==> src/rtl/oc_pkg.sv <==
package oc_pkg;

    localparam int MODE_W = 2;

    typedef enum logic [MODE_W-1:0] {
        OCM_OFF    = 2'b00,
        OCM_TOGGLE = 2'b01,
        OCM_CLEAR  = 2'b10,
        OCM_SET    = 2'b11
    } ocm_e;

    typedef enum logic {
        WG_NONPWM = 1'b0,
        WG_PWM    = 1'b1
    } wg_e;

    typedef struct packed {
        logic drive;
        logic level;
    } pin_ctrl_t;

    function automatic logic next_state(input ocm_e mode, input logic cur);
        case (mode)
            OCM_TOGGLE: next_state = ~cur;
            OCM_CLEAR:  next_state = 1'b0;
            OCM_SET:    next_state = 1'b1;
            default:    next_state = cur;
        endcase
    endfunction

    function automatic logic takes_pin(input ocm_e mode);
        takes_pin = (mode != OCM_OFF);
    endfunction

endpackage

==> src/rtl/oc_event_gate.sv <==
module oc_event_gate
    import oc_pkg::*;
(
    input  logic match_i,
    input  logic force_i,
    input  wg_e  wg_i,
    input  ocm_e mode_i,
    output logic fire_o
);
    logic force_ok;

    always_comb begin
        force_ok = force_i && (wg_i == WG_NONPWM);
        fire_o   = (match_i || force_ok) && (mode_i != OCM_OFF);
    end
endmodule

==> src/rtl/oc_state_reg.sv <==
module oc_state_reg
    import oc_pkg::*;
(
    input  logic clk,
    input  logic rst,
    input  logic fire_i,
    input  ocm_e mode_i,
    input  logic match_i,
    input  logic force_i,
    input  wg_e  wg_i,
    output logic state_o
);
    logic state_q;

    always_ff @(posedge clk) begin
        if (rst)
            state_q <= 1'b0;
        else if (fire_i)
            state_q <= next_state(mode_i, state_q);
    end

    assign state_o = state_q;

    assert_reset_clear_R1: assert property (@(posedge clk) disable iff (rst)
        $past(rst) |-> (state_q == 1'b0));

    assert_off_holds_R5: assert property (@(posedge clk) disable iff (rst)
        (mode_i == OCM_OFF) |=> (state_q == $past(state_q)));

    assert_set_action_R6: assert property (@(posedge clk) disable iff (rst)
        ((match_i || (force_i && wg_i == WG_NONPWM)) && mode_i == OCM_SET) |=> state_q);

    assert_clear_action_R6: assert property (@(posedge clk) disable iff (rst)
        ((match_i || (force_i && wg_i == WG_NONPWM)) && mode_i == OCM_CLEAR) |=> !state_q);

    assert_toggle_once_R7: assert property (@(posedge clk) disable iff (rst)
        ((match_i || (force_i && wg_i == WG_NONPWM)) && mode_i == OCM_TOGGLE)
        |=> (state_q != $past(state_q)));

    assert_pwm_force_ignored_R8: assert property (@(posedge clk) disable iff (rst)
        (wg_i == WG_PWM && force_i && !match_i) |=> (state_q == $past(state_q)));
endmodule

==> src/rtl/oc_pin_mux.sv <==
module oc_pin_mux
    import oc_pkg::*;
(
    input  logic      clk,
    input  logic      rst,
    input  ocm_e      mode_i,
    input  logic      state_i,
    input  logic      port_data_i,
    input  logic      port_dir_i,
    output pin_ctrl_t pin_o
);
    logic src;

    always_comb begin
        src         = takes_pin(mode_i) ? state_i : port_data_i;
        pin_o.drive = port_dir_i;
        pin_o.level = port_dir_i ? src : 1'b0;
    end

    assert_released_low_R4: assert property (@(posedge clk) disable iff (rst)
        !port_dir_i |-> (!pin_o.drive && !pin_o.level));

    assert_override_R2: assert property (@(posedge clk) disable iff (rst)
        (port_dir_i && mode_i != OCM_OFF) |-> (pin_o.level == state_i));

    assert_port_data_R2: assert property (@(posedge clk) disable iff (rst)
        (port_dir_i && mode_i == OCM_OFF) |-> (pin_o.level == port_data_i));
endmodule

==> src/rtl/oc_pin_unit.sv <==
module oc_pin_unit
    import oc_pkg::*;
(
    input  logic       clk,
    input  logic       rst,
    input  logic       match_i,
    input  logic [1:0] mode_i,
    input  logic       force_i,
    input  logic       pwm_i,
    input  logic       port_data_i,
    input  logic       port_dir_i,
    output logic       pin_o,
    output logic       pin_oe_o
);
    ocm_e      mode;
    wg_e       wg;
    logic      fire;
    logic      state;
    pin_ctrl_t ctrl;

    assign mode = ocm_e'(mode_i);
    assign wg   = wg_e'(pwm_i);

    oc_event_gate u_gate (
        .match_i (match_i),
        .force_i (force_i),
        .wg_i    (wg),
        .mode_i  (mode),
        .fire_o  (fire)
    );

    oc_state_reg u_state (
        .clk     (clk),
        .rst     (rst),
        .fire_i  (fire),
        .mode_i  (mode),
        .match_i (match_i),
        .force_i (force_i),
        .wg_i    (wg),
        .state_o (state)
    );

    oc_pin_mux u_mux (
        .clk         (clk),
        .rst         (rst),
        .mode_i      (mode),
        .state_i     (state),
        .port_data_i (port_data_i),
        .port_dir_i  (port_dir_i),
        .pin_o       (ctrl)
    );

    assign pin_o    = ctrl.level;
    assign pin_oe_o = ctrl.drive;

    assert_oe_is_dir_R3: assert property (@(posedge clk) disable iff (rst)
        pin_oe_o == port_dir_i);

    assert_pwm_match_set_R10: assert property (@(posedge clk) disable iff (rst)
        (pwm_i && match_i && mode_i == 2'b11) |=> pin_o || !port_dir_i || mode_i == 2'b00
        || (mode_i != 2'b11 && mode_i != 2'b00 && 1'b1));
endmodule

==> config.mk <==
export PLATFORM = sky130hd
export DESIGN_NAME = oc_pin_unit
export DESIGN_NICKNAME = d
export VERILOG_FILES = /design/src/rtl/oc_pkg.sv /design/src/rtl/oc_event_gate.sv /design/src/rtl/oc_state_reg.sv /design/src/rtl/oc_pin_mux.sv /design/src/rtl/oc_pin_unit.sv
export SDC_FILE = /design/constraint.sdc
export NUM_CORES = 1
export LEC_CHECK = 0
export BUFFER_PORTS_ARGS = -buffer_cell sky130_fd_sc_hd__buf_4
export CAP_MARGIN = 0
export CORE_AREA = 2 2 39 41
export DETAILED_ROUTE_END_ITERATION = 7
export DIE_AREA = 0 0 41 43
export MAX_ROUTING_LAYER = met4
export PLACE_DENSITY = 0.3
export SYNTH_ARGS = -nofsm -noshare
export SYNTH_HDL_FRONTEND = slang
export SYNTH_SLANG_ARGS = --single-unit
==> constraint.sdc <==
create_clock -name clk -period 1.4 [get_ports clk]
set_clock_uncertainty 0.1 [all_clocks]
set_input_delay 0.07 -clock clk [delete_from_list [all_inputs] [get_ports clk]]
set_output_delay 0.07 -clock clk [all_outputs]
set_load 0.01 [all_outputs]
# Yosys cells after proc, flatten, opt, wreduce, memory -nomap -nowiden
# Cells that the tools add are included.
dict set report word_totals {
  output_inout_bits 2
  wordCells 15
  in_bits 9
  regBits 1
}
dict set report classes {
  n_mux 3
  bitwise_logic 2
  n_reduce_logical 6
  n_eq_ne 3
}
# operator n
set op_table {}
lappend op_table {{$eq 2x2->1 const B} 2}
lappend op_table {{$pmux 1 s3} 1}
lappend op_table {{$reduce_bool 3->1} 1}
lappend op_table {{$eq 2x1->1 const B} 1}
lappend op_table {{$logic_and 1x1->1} 2}
lappend op_table {{$mux 1} 2}
lappend op_table {{$not 1->1} 2}
lappend op_table {{$reduce_and 2->1} 1}
lappend op_table {{$reduce_bool 2->1} 1}
lappend op_table {{$logic_or 1x1->1} 1}

# Longest topological paths before layout
dict set report logic_depth {
  word_depth 5
  ltp_mapped 3
  ltp_nobuf 3
}

# By module
# A second synthesis with hierarchy kept.
dict set report hier_totals {
  cells_unflattened 12
  hier_area_um2 105.1
}
# module instances area_each_um2 seq_area_each_um2 cells_per_inst
set by_module_without_submodules {}
lappend by_module_without_submodules {oc_state_reg 1 56.3 20.0 6}
lappend by_module_without_submodules {oc_pin_mux 1 26.3 0.0 4}
lappend by_module_without_submodules {oc_event_gate 1 22.5 0.0 2}

# Worst setup path after synthesis
# OpenSTA, ideal clock, no wires.
dict set report synth_timing {
  kind {reg-to-reg}
  startpoint {reg u_state.state_q, in the netlist u_state.state_o}
  endpoint {reg u_state.state_q, in the netlist u_state.state_o}
  slack_ps 377
  path_stages_with_launch 4
  arrival_time_ps 849
  required_time_ps 1226
  period_less_slack_ps 1023
  setup_time_ps 74
  path_buffers 0
  cell_sequence {dfxtp_1 > inv_1 > or3_1 > a31oi_1}
}
dict set report synth_via {
  elab_chain_len 2
}
# element line_no
set synth_rtl {}
lappend synth_rtl {{from (decl)} oc_state_reg.sv:13} ;# logic state_q;
lappend synth_rtl {{from (signal assigned)} oc_state_reg.sv:19} ;# state_q <= next_state(mode_i, state_q);
lappend synth_rtl {{$not 1->1} oc_pkg.sv:24} ;# OCM_TOGGLE: next_state = ~cur;
lappend synth_rtl {{$pmux 1 s3} oc_pkg.sv:23} ;# case (mode)
# Every way passes these cells.
# A chain may end at the register's enable or synchronous reset.

# Worst setup path in the final report
# Same ends and word-level chain as after synthesis.

==> results.txt <==
Post-synth EDFFs = 0
Mapped Cells = 12
synth warn = 0
# diodes = 0
Worst slew margin = 87.8%
path depth of the worst reg2reg path = 3
clk_lat worst skew = 0 ns
Leak = 0.0000711 uW
Die W = 41 um
Synth Flop Type = dfxtp_1
final WL = 281 um
Area growth syn-to-layout = 106%
DP Cell Count = 37
simple-gate share of the synthesized area = 28.8%
Initial Util = 5.97%
DRC Markers = 0
Setup Buffers After CTS = 0
Power, Total = 68.3 uW
global router's overall resource usage = 4.10%
register area share after synthesis = 24.2%
status = complete, no violations
layout cell share with drive strength beyond 1 = 47.6%
Starting DRT DRC Count = 0
first-pass GRT wire length = 538 um
most frequent cell after synthesis = nand2_1
largest family of logic cells by synthesized area = compound AO/OA/AOI/OAI gates
number of cell rows = 14
fin crit period = 1.07 ns
startpoint types = flop
Yosys top cell area share = 24.2%
I/O Pins = 11
DP Worst Slack = 0.324 ns
Max Cap Violations = 0
post-synthesis xor/xnor area fraction = 0%
ys async rst share = 0%
maximum vdd drop = 121 uV
max reg flops = 1
largest area contributor in the netlist = dfxtp_1
GRT overflow = 0
worst endpoint required time = 1.22 ns
post-detailed-route count of antenna-violating nets = 0
Hold Crit Start = rst
initial antenna violation count = 0
fillcell total = 160
RSZ-0062 raised after global routing = no
final worst path period share = 76.6%
Die H = 43 um
drt via density = 3.08
vias in the first global route = 136
post-synthesis compound-gate area fraction = 33.3%
CP max FO = 3
non-filler cells, final = 37
Reg clk slew, reported paths = 0 ns
Worst Hold End = u_state.state_o
via count = 114
Post-Synth Adder-Cell Area = 0%
wire per inst = 7.59 um
Yosys cell types = 11
fin nets = 32
synthesized flop and latch total = 1
IO buf count = 10
fin. max-slew vios = 0
RD Place Congestion = 0.602
Final Hold Vio Count = 0
Synth area leaders = dfxtp_1, o221ai_1, a21boi_0, buf_4, nand2_1
CP Class = flop to flop
FF-to-FF setup slack = 0.33 ns
Hold Path Depth = 2
fin area = 170 um2
Post-CTS Resized = 0
endpoint type of the worst setup path = flop
first drt pass iteration count = 1
worst r2r src = u_state.state_o
Cell Area, Placed = 170 um2
WP data arrival = 0.90 ns
worst hold path type = input port to flop
reg2reg end = u_state.state_o
die area = 1760 um2
Placeable Area = 1380 um2
synthesized area = 82.6 um2
crit path setup slack, layout = 0.328 ns
synthesized area per cell = 6.88 um2
setup TNS = 0 ns
Mapped Nets = 21
max frequency = 933 MHz
hold_buf cts = 0
# setup viols final = 0
mux contribution to synthesized area = 0%
largest net degree at the start of global routing = 4
PwrDens = 401 nW/um2
Least-Margin Pin Slew = 0.183 ns
==> how the worst max path moves through the flow <==
stage / cells past startpoint / from / end / slack, ns
after global placement: 3 / u_state.state_o / u_state.state_o / 0.35
after global routing: 3 / u_state.state_o / u_state.state_o / 0.27
after floorplan: 3 / u_state.state_o / u_state.state_o / 0.38
after CTS: 3 / u_state.state_o / u_state.state_o / 0.32
final: 3 / u_state.state_o / u_state.state_o / 0.33
after detailed placement: 3 / u_state.state_o / u_state.state_o / 0.32
==> final cells by class <==
class	instances	area, um2	share of cell area [%]
tap	16	20.0	11.8
multi-input combinational	9	51.3	30.1
inverter	1	3.75	2.21
timing repair buffer	10	75.1	44.1
sequential	1	20.0	11.8
==> where the power goes <==
| group | total (uW) | internal (uW) | switching, uW | leakage (uW) |
|---|---|---|---|---|
| registers | 33.0 | 31.4 | 1.61 | 0.00000828 |
| logic | 35.3 | 23.0 | 12.3 | 0.0000628 |
| clock network | 0 | 0 | 0 | 0 |
| total | 68.3 | 54.4 | 13.9 | 0.0000711 |
==> routing by layer <==
metal	vias to the layer above	wire [um]	GRT usage, %	part of all wire, %
li1	60	-	-	-
met4	0	0	0	0
met5	-	0	-	0
met2	11	94	5.63	33
met3	0	48	0.524	17
met1	43	138	6.67	49
==> kinds of logic (layout without fill, tap and decap cells) <==
group,Yosys count,in the layout
flip-flops,1,1
AND/OR/NAND/NOR,5,5
AO/OA/AOI/OAI,4,4
buffers and inverters,2,11
==> cell usage in the layout (no fill, tap or decap) <==
master,netlist,final
nor2_1,1,1
inv_1,1,1
a31oi_1,1,1
or3_1,1,1
nand2_1,2,2
nor2b_1,1,1
o221ai_1,1,1
buf_4,1,10
dfxtp_1,1,1
o21ai_0,1,1
a21boi_0,1,1
==> critical path, cell delays in order, from the launching register on <==
cell,delay (ns)
dfxtp_1,0.33
inv_1,0.06
or3_1,0.36
a31oi_1,0.15
==> per-stage QoR <==
| stage | util (%) | hold WS, ns |
|---|---|---|
| after floorplan | - | 0.0394 |
| after global placement | 12.3 | 0.133 |
| after detailed placement | 12.3 | 0.134 |
| after CTS | 12.3 | 0.134 |
| after global routing | 12.3 | 0.146 |
| final | 12.3 | 0.129 |
No activity file was read; power rests on OpenSTA's default activity.
